File: config.mk
export PLATFORM = sky130hd
export DESIGN_NAME = alu_czsv
export DESIGN_NICKNAME = d
export VERILOG_FILES = /design/src/rtl/alu_czsv.sv
export SDC_FILE = /design/constraint.sdc
export NUM_CORES = 1
export LEC_CHECK = 0
export BUFFER_PORTS_ARGS = -buffer_cell sky130_fd_sc_hd__buf_2
export CAP_MARGIN = 20
export CORE_ASPECT_RATIO = 0.8
export CORE_MARGIN = 5
export CORE_UTILIZATION = 48
export DETAILED_ROUTE_END_ITERATION = 7
export PLACE_DENSITY = 0.78
export SLEW_MARGIN = 20
export SYNTH_ARGS = -nofsm -noshare
export SYNTH_HDL_FRONTEND = slang
export SYNTH_SLANG_ARGS = --single-unit
File: constraint.sdc
create_clock -name vclk -period 10.05
set_input_delay 1.005 -clock vclk [all_inputs]
set_output_delay 1.005 -clock vclk [all_outputs]
set_load 0.03 [all_outputs]
File: src/rtl/alu_czsv.sv
module alu_czsv #(
  parameter int DATA_W = 8
) (
  input  logic [DATA_W-1:0] opa,
  input  logic [DATA_W-1:0] opb,
  input  logic [3:0]        op_sel,
  input  logic [7:0]        flags_in,
  output logic [DATA_W-1:0] result,
  output logic [7:0]        flags_out,
  output logic              upd_c,
  output logic              upd_z,
  output logic              upd_s,
  output logic              upd_v
);
  localparam int SH_W = $clog2(DATA_W);
  localparam int MSB  = DATA_W - 1;
  localparam int C_POS = 7;
  localparam int Z_POS = 6;
  localparam int S_POS = 5;
  localparam int V_POS = 4;

  localparam logic [3:0] OP_MOV = 4'd0;
  localparam logic [3:0] OP_ADD = 4'd1;
  localparam logic [3:0] OP_SUB = 4'd2;
  localparam logic [3:0] OP_AND = 4'd3;
  localparam logic [3:0] OP_OR  = 4'd4;
  localparam logic [3:0] OP_XOR = 4'd5;
  localparam logic [3:0] OP_ROR = 4'd6;
  localparam logic [3:0] OP_SHL = 4'd7;
  localparam logic [3:0] OP_SHR = 4'd8;

  logic              is_sub;
  logic [DATA_W-1:0] b_eff;
  logic [DATA_W-1:0] sum;
  logic              c_msb_in;
  logic              c_out;
  logic [DATA_W-1:0] rot;
  logic              c_new;
  logic              v_new;
  logic              z_new;
  logic              s_new;

  assign is_sub = (op_sel == OP_SUB);
  assign b_eff  = is_sub ? ~opb : opb;

  always_comb begin
    logic cy;
    cy = is_sub;
    c_msb_in = 1'b0;
    for (int i = 0; i < DATA_W; i++) begin
      if (i == MSB) c_msb_in = cy;
      sum[i] = opa[i] ^ b_eff[i] ^ cy;
      cy = (opa[i] & b_eff[i]) | (cy & (opa[i] ^ b_eff[i]));
    end
    c_out = cy;
  end

  always_comb begin
    rot = opa;
    for (int j = 0; j < SH_W; j++) begin
      if (opb[j]) rot = (rot >> (1 << j)) | (rot << (DATA_W - (1 << j)));
    end
  end

  always_comb begin
    result = '0;
    c_new  = 1'b0;
    v_new  = 1'b0;
    {upd_c, upd_z, upd_s, upd_v} = 4'b0000;
    case (op_sel)
      OP_MOV: begin result = opb;       {upd_z, upd_s} = 2'b11; end
      OP_AND: begin result = opa & opb; {upd_z, upd_s} = 2'b11; end
      OP_OR:  begin result = opa | opb; {upd_z, upd_s} = 2'b11; end
      OP_XOR: begin result = opa ^ opb; {upd_z, upd_s} = 2'b11; end
      OP_ROR: begin result = rot;       {upd_z, upd_s} = 2'b11; end
      OP_ADD, OP_SUB: begin
        result = sum;
        c_new  = c_out;
        v_new  = c_out ^ c_msb_in;
        {upd_c, upd_z, upd_s, upd_v} = 4'b1111;
      end
      OP_SHL: begin
        result = {opa[MSB-1:0], 1'b0};
        c_new  = opa[MSB];
        v_new  = opa[MSB] ^ opa[MSB-1];
        {upd_c, upd_z, upd_s, upd_v} = 4'b1111;
      end
      OP_SHR: begin
        result = {1'b0, opa[MSB:1]};
        c_new  = opa[0];
        v_new  = opa[MSB];
        {upd_c, upd_z, upd_s, upd_v} = 4'b1111;
      end
      default: ;
    endcase
  end

  assign z_new = ~|result;
  assign s_new = result[MSB];

  assign flags_out = {upd_c ? c_new : flags_in[C_POS],
                      upd_z ? z_new : flags_in[Z_POS],
                      upd_s ? s_new : flags_in[S_POS],
                      upd_v ? v_new : flags_in[V_POS],
                      flags_in[3:0]};
endmodule


==> results_dict.tcl, run 1 <==
set metrics [dict create \
    outcome "complete, no violations" \
    setup_tns_ns 0 \
    netlist_instances 195 \
    vias 1670 \
    min_period_over_period 0.713 \
    floorplan.rows 18 \
    nFlopsAndLatches 0 \
    synthesis.nets 246 \
    peakVddDrop_v 0.0000244 \
    die-area_um2 4600 \
    regArea_um2 0 \
    cp.required_ns 9.05 \
    hpwl_mm 3.85 \
    synth_area_leaders "ha_1 13%, mux4_1 9.9%, fa_1 8.8%, inv_1 5.4%, xnor2_1 4.9%" \
    die_h_um 61.6 \
    startpoint_type "input port" \
    grt_max_degree 33 \
    yosys_warnings 0 \
    nets 269 \
    holdPathEnd "flags_out[2]" \
    n_clock_buffer 0 \
    yosysTopAreaCell "ha_1" \
    viasPerCell 6.52 \
    synth_top_cell_area_share 0.125 \
    holdWs_ns 2.01 \
    whs_path_depth 0 \
    coreArea_um2 3150 \
    rsz0062_at_grt "false" \
    slew_headroom 0.463 \
    end_kind "output pin" \
    cts_hold_buf 0 \
    grt_overflow 0 \
    grt_pass1_wl_mm 7.94 \
    die_w_um 74.6 \
    yosysUniqueCellTypes 54 \
    drive_above_1_share 0.250 \
    synth_area_um2 1600 \
    drtIter0Drc 159 \
    ant_nets 0 \
    routed_wl_mm 4.96 \
    period_needed_ns 7.16 \
    ios 48 \
    p_per_area_nw_per_um2 56.3 \
    hold_viol 0 \
    fmax_mhz 140 \
    dr.pass1.iters 4 \
    ys_seq_area_frac 0 \
    n_antenna_cell 0 \
    p_leak_nw 0.796 \
    gp_congestion 0.987 \
    slew_violations 0 \
    setup_violations 0 \
    drc 0 \
    syn_to_final_growth_pct 8.60 \
    syn_avg_cell_area_um2 8.21 \
    post-cts-setup-buffers 0 \
    first_global_vias 1590 \
    hold_path_class "in -> out" \
    io_buffers 40 \
    holdCritStartpoint "flags_in[2]" \
    worst_pin_slew_ns 0.802 \
    cp.arrival_ns 6.16 \
    path_class "in -> out" \
    initial_utilization 0.508 \
    wire_per_inst_um 19.4 \
    crit_path_max_fanout 22 \
    antenna_found_initial 0 \
    cts_resized 0 \
    fillers 325 \
    cap_viol_max_count 0 \
    grt_usage 0.224 \
]
-- cell type report --
class,instances,area [um^2],area share
inverters,23,86.3,0.0497
repair buffers,40,200,0.115
well taps,40,50.0,0.0288
multi-input cells,153,1400,0.806
-- through the flow --
step | power (W) | std cells | setup WS, ns | utilization | cell area [um^2]
2_1_floorplan | 0.0000725 | 195 | 3.30 | - | 1600
3_3_place_gp | 0.0000953 | 256 | 3.12 | 0.551 | 1740
3_5_place_dp | 0.0000961 | 256 | 2.96 | 0.551 | 1740
4_1_cts | 0.0000969 | 256 | 2.96 | 0.551 | 1740
5_1_grt | 0.000107 | 256 | 2.59 | 0.551 | 1740
6_report | 0.0000979 | 256 | 2.89 | 0.551 | 1740
-- cells in the mapped netlist, types with 2 or more instances --
library cell / number
nor3_1: 6
buf_2: 5
o2111ai_1: 2
nor2_1: 9
fa_1: 7
nand3_1: 7
o211ai_1: 2
mux2_2: 5
clkbuf_1: 5
mux4_2: 2
ha_1: 16
a22oi_1: 2
o32ai_1: 2
a32oi_1: 6
a2bb2oi_1: 3
nand2_1: 11
mux2i_1: 2
nor2b_1: 7
xnor2_1: 9
o21ai_0: 4
nand2b_1: 4
inv_1: 23
and3b_1: 2
a2111oi_0: 3
mux4_1: 6
a21oi_1: 7
buf_4: 7
a221oi_1: 2
a31oi_1: 3
o221ai_1: 2
-- routing by layer --
| layer | global-route usage | vias up | part of all wire |
|---|---|---|---|
| li1 | - | 770 | - |
| met1 | 0.329 | 795 | 0.44 |
| met2 | 0.354 | 97 | 0.44 |
| met3 | 0.0310 | 8 | 0.10 |
| met4 | 0.0406 | 0 | 0.020 |
| met5 | 0 | - | 0 |
-- cells by family after synthesis --
| kind of cell | Yosys count | share of synthesized area |
|---|---|---|
| buffers and inverters | 42 | 0.124 |
| AO/OA/AOI/OAI | 50 | 0.243 |
| adder cells (fa/ha/maj) | 23 | 0.213 |
| XOR/XNOR | 10 | 0.0547 |
| multiplexers | 15 | 0.174 |
| AND/OR/NAND/NOR | 55 | 0.191 |
-- critical path, cell delays in order --
cell      delay (ns)
buf_2           0.33
nand2b_1        0.20
nor3_2          0.65
nand2_1         0.10
o21ai_0         0.13
fa_1            0.24
fa_1            0.17
inv_1           0.05
fa_1            0.41
fa_1            0.43
fa_1            0.42
fa_1            0.41
inv_1           0.09
fa_1            0.41
a22o_1          0.21
nor3_1          0.28
and4b_1         0.26
a32o_2          0.16
buf_2           0.19
-- placed cells by master, fill, tap and decap left out, types with 2 or more instances in the layout --
cell type,Yosys,routed
o211ai_1,2,2
fa_1,7,7
a21oi_1,7,7
mux2i_1,2,2
a31oi_1,3,3
mux4_1,6,6
nor3_1,6,6
a221oi_1,2,2
a32oi_1,6,6
buf_2,5,40
mux4_2,2,2
nand2_1,11,11
a2bb2oi_1,3,3
xnor2_1,9,9
ha_1,16,16
nor2_1,9,9
and3b_1,2,2
mux2_2,5,5
a22oi_1,2,2
o21ai_0,4,4
a2111oi_0,3,3
o2111ai_1,2,2
nand3_1,7,7
o32ai_1,2,2
nor2b_1,7,7
inv_1,23,23
o221ai_1,2,2
nand2b_1,4,4
-- where the power goes --
group	switching (W)	internal [W]
clock	0	0
sequential	0	0
combinational	0.0000612	0.0000366
-- how the worst max path moves through the flow --
stage,endpoint,startpoint,cells after the start,slack (ns)
detailed placement,flags_out[6],op_sel[1],19,2.96
finish,flags_out[6],op_sel[1],19,2.89
global route,flags_out[6],op_sel[1],19,2.59
global placement,flags_out[6],op_sel[1],19,3.12
floorplan,flags_out[5],op_sel[3],18,3.30
CTS,flags_out[6],op_sel[1],19,2.96
Note: power is estimated with default switching activity, not from simulation.
==> inputs of run 2 (changes only) <==
--- a/config.mk
+++ b/config.mk
@@ -11,7 +11,7 @@
 export CORE_MARGIN = 5
 export CORE_UTILIZATION = 48
 export DETAILED_ROUTE_END_ITERATION = 7
-export PLACE_DENSITY = 0.78
+export PLACE_DENSITY = 0.81
 export SLEW_MARGIN = 20
 export SYNTH_ARGS = -nofsm -noshare
 export SYNTH_HDL_FRONTEND = slang
==> constraint.sdc (replaced) <==
create_clock -name vclk -period 5.95
set_input_delay 0.595 -clock vclk [all_inputs]
set_output_delay 0.595 -clock vclk [all_outputs]
set_load 0.03 [all_outputs]
==> results_dict.tcl, run 2 (same netlist as run 1, synthesis figures left out) <==
set metrics [dict create \
    syn_to_final_growth_pct 11.3 \
    cts_resized 0 \
    crit_path_max_fanout 16 \
    fmax_mhz 174 \
    vias 1658 \
    n_antenna_cell 0 \
    die-area_um2 4600 \
    p_leak_nw 0.822 \
    holdWs_ns 1.19 \
    min_period_over_period 0.964 \
    p_per_area_nw_per_um2 94.5 \
    final_cell_mix "40 x buf_2, 23 x inv_1, 16 x ha_1" \
    ios 48 \
    power_w 0.000168 \
    antenna_found_initial 0 \
    drtIter0Drc 208 \
    outcome "complete, no violations" \
    grt_usage 0.223 \
    grt_max_degree 32 \
    slew_headroom 0.497 \
    regArea_um2 0 \
    hpwl_mm 3.90 \
    cp.required_ns 5.36 \
    initial_utilization 0.508 \
    cp.arrival_ns 5.14 \
    io_buffers 40 \
    post-cts-setup-buffers 0 \
    cts_hold_buf 0 \
    first_global_vias 1600 \
    wire_per_inst_um 19.0 \
    fillers 302 \
    n_clock_buffer 0 \
    drive_above_1_share 0.271 \
    floorplan.rows 18 \
    drc 0 \
    end_kind "output pin" \
    path_class "in -> out" \
    startpoint_type "input port" \
    grt_overflow 0 \
    die_h_um 61.6 \
    worst_pin_slew_ns 0.749 \
    grt_pass1_wl_mm 7.89 \
    nFlopsAndLatches 0 \
    peakVddDrop_v 0.0000451 \
    cap_viol_max_count 0 \
    coreArea_um2 3150 \
    slew_violations 0 \
    setup_violations 0 \
    routed_wl_mm 4.96 \
    ant_nets 0 \
    period_needed_ns 5.74 \
    die_w_um 74.6 \
    viasPerCell 6.35 \
    gp_congestion 1.03 \
    layout_commonest_cell "buf_2" \
    dr.pass1.iters 4 \
    hold_path_class "in -> out" \
    nets 274 \
    hold_viol 0 \
]
run 2: layer usage:
metal	vias to the layer above	wire length, um	GRT usage
met1	763	2130	0.318
met5	-	0	0
met2	102	2170	0.357
met3	11	553	0.0424
met4	0	101	0.0381
li1	782	-	-
run 2: through the flow:
| stage | TNS (ns) | setup slack [ns] | instance area, um^2 | std cells | utilization |
|---|---|---|---|---|---|
| detailed placement | 0 | 0.216 | 1780 | 261 | 0.563 |
| floorplan | 0 | 0.0197 | 1600 | 195 | - |
| finish | 0 | 0.211 | 1780 | 261 | 0.565 |
| global placement | 0 | 0.304 | 1780 | 261 | 0.563 |
| global route | -0.00752 | -0.00752 | 1780 | 261 | 0.565 |
| CTS | 0 | 0.200 | 1780 | 261 | 0.563 |
run 2: final cells by class:
class	count	area (um^2)	area share
inverter	23	86.3	0.0485
multi-input combinational	153	1410	0.790
tap	40	50.0	0.0281
timing repair buffer	45	238	0.134
run 2: worst paths after layout:
path,startpoint,cells after the start,endpoint
setup / recovery,op_sel[0],19,flags_out[6]
hold / removal,flags_in[2],0,flags_out[2]
run 2: power breakdown:
group / internal, W / switching, W / leakage, nW
registers: 0 / 0 / 0
logic: 0.0000640 / 0.000104 / 0.822
clock network: 0 / 0 / 0
run 2: worst max-delay path, cell delays in order:
cell and delay, ns:
buf_2 0.18, nand2b_1 0.24, nor3_2 0.24, nand2_1 0.08, o21ai_0 0.11, fa_1 0.25, fa_1 0.17, inv_1 0.05
fa_1 0.42, fa_1 0.44, fa_1 0.42, fa_1 0.41, inv_1 0.09, fa_1 0.40, a22o_1 0.24, nor3_2 0.21
and4b_1 0.24, a32o_2 0.16, buf_2 0.19
==> inputs of run 3 (changes only) <==
--- a/config.mk
+++ b/config.mk
@@ -5,13 +5,12 @@
 export SDC_FILE = /design/constraint.sdc
 export NUM_CORES = 1
 export LEC_CHECK = 0
-export BUFFER_PORTS_ARGS = -buffer_cell sky130_fd_sc_hd__buf_2
 export CAP_MARGIN = 20
 export CORE_ASPECT_RATIO = 0.8
 export CORE_MARGIN = 5
 export CORE_UTILIZATION = 48
 export DETAILED_ROUTE_END_ITERATION = 7
-export PLACE_DENSITY = 0.81
+export DONT_BUFFER_PORTS = 1
 export SLEW_MARGIN = 20
 export SYNTH_ARGS = -nofsm -noshare
 export SYNTH_HDL_FRONTEND = slang
==> constraint.sdc (replaced) <==
create_clock -name vclk -period 5.7
set_input_delay 0.57 -clock vclk [all_inputs]
set_output_delay 0.57 -clock vclk [all_outputs]
set_load 0.03 [all_outputs]
==> results_dict.tcl, run 3 (same netlist as run 1, synthesis figures left out) <==
set metrics [dict create \
    outcome "complete, no violations" \
    period_needed_ns 5.47 \
    startpoint_type "input port" \
    cp.required_ns 5.13 \
    ant_nets 0 \
    peakVddDrop_v 0.0000561 \
    fmax_mhz 183 \
    path_class "in -> out" \
    cp-endpoint "flags_out[6]" \
    multi_input_area_um2 1410 \
    floorplan.rows 18 \
    hold_viol 0 \
    slew_violations 0 \
    fin_util 0.508 \
    n_clock_buffer 0 \
    drc 0 \
    regArea_um2 0 \
    setup_violations 0 \
    crit_path_max_fanout 16 \
    p_leak_nw 0.669 \
    syn_to_final_growth_pct 0.157 \
    coreArea_um2 3150 \
    slew_headroom 0.458 \
    vias 1556 \
    rsz0062_at_grt "false" \
    finalNonFillerCells 223 \
    die-area_um2 4600 \
    routed_wl_mm 5.16 \
    ios 48 \
    layout_commonest_cell "inv_1" \
    cp_slowest_cell "fa_1" \
    grt_usage 0.229 \
    viasPerCell 6.98 \
    preCtsSetupSlack_ns 0.247 \
    min_period_over_period 0.960 \
    startpoint "op_sel[0]" \
    grt_max_degree 33 \
    grt_pass1_wl_mm 7.98 \
    grt_overflow 0 \
    power_w 0.000143 \
    placed_cells 222 \
    final_cell_mix "23 x inv_1, 16 x ha_1, 11 x nand2_1" \
    first_global_vias 1517 \
    path_cells "nand2b_1, nor3_4, buf_4, buf_4, xnor2_1, fa_1, inv_1, fa_1, fa_1, fa_1, fa_1, inv_1, fa_1, a22o_1, nor3_1, and4b_1, a32o_2" \
    hpwl_mm 4.06 \
    initial_utilization 0.508 \
    wire_per_inst_um 23.1 \
    n_antenna_cell 0 \
    antenna_found_initial 0 \
    die_w_um 74.6 \
    cts_hold_buf 0 \
    p_per_area_nw_per_um2 89.1 \
    fillers 310 \
    worst_pin_slew_ns 0.807 \
    hold_path_class "in -> out" \
    gp_congestion 0.956 \
    cpPeakStageDelay_ns 0.42 \
    nFlopsAndLatches 0 \
    setup_tns_ns 0 \
    drive_above_1_share 0.120 \
    die_h_um 61.6 \
    end_kind "output pin" \
    cts_resized 0 \
    nets 236 \
    setup_slack_ns 0.230 \
    cp.arrival_ns 4.90 \
    io_buffers 0 \
    cap_viol_max_count 0 \
    dr.pass1.iters 4 \
    crit_path_frequent_cell "fa_1" \
    drtIter0Drc 208 \
]
run 3: cell types whose count changed in the layout (fill, tap and decap cells not counted):
cell / change
nor3_2: -2
o221ai_2: +1
nor3_1: +1
buf_4: +2
o221ai_1: -1
nor3_4: +1
buf_2: -40
run 3: metal layers:
| layer | global-route usage | share of wire | up-vias |
|---|---|---|---|
| li1 | - | - | 701 |
| met1 | 0.333 | 0.41 | 748 |
| met2 | 0.372 | 0.45 | 103 |
| met3 | 0.0343 | 0.13 | 4 |
| met4 | 0.0279 | 0.0031 | 0 |
| met5 | 0 | 0 | - |
run 3: timing repair:
| action | in CTS | in global routing |
|---|---|---|
| hold endpoints to repair | 0 | 0 |
| setup endpoints to repair | 0 | 1 |
| buffers inserted | 0 | 1 |
run 3: area by class of cell:
class                      count  share of cell area
multi-input combinational    153               0.882
inverter                      23              0.0539
tap                           40              0.0312
timing repair buffer           7              0.0328
run 3: power by group:
group	switching (W)	internal, W
clock	0	0
sequential	0	0
combinational	0.0000853	0.0000575
total	0.0000853	0.0000575
run 3: metrics by stage:
stage          hold WS (ns)  area [um^2]
2_1_floorplan          1.27         1610
3_3_place_gp           1.14         1600
3_5_place_dp           1.14         1600
4_1_cts                1.14         1600
5_1_grt                1.14         1600
6_report               1.14         1600
run 3: worst min-delay path by stage:
stage	endpoint	depth (start not counted)	start	slack, ns
2_1_floorplan	flags_out[0]	1	flags_in[0]	1.27
3_3_place_gp	flags_out[0]	0	flags_in[0]	1.14
3_5_place_dp	flags_out[0]	0	flags_in[0]	1.14
4_1_cts	flags_out[0]	0	flags_in[0]	1.14
5_1_grt	flags_out[3]	0	flags_in[3]	1.14
6_report	flags_out[3]	0	flags_in[3]	1.14
run 3: worst max-delay path, delay by kind of cell:
| kind | cells | cell delay [ns] |
|---|---|---|
| fa+ha+maj | 6 | 2.25 |
| xor+xnor | 1 | 0.13 |
| buf+inv | 4 | 0.44 |
| simple gates | 4 | 0.98 |
| compound gates | 2 | 0.51 |
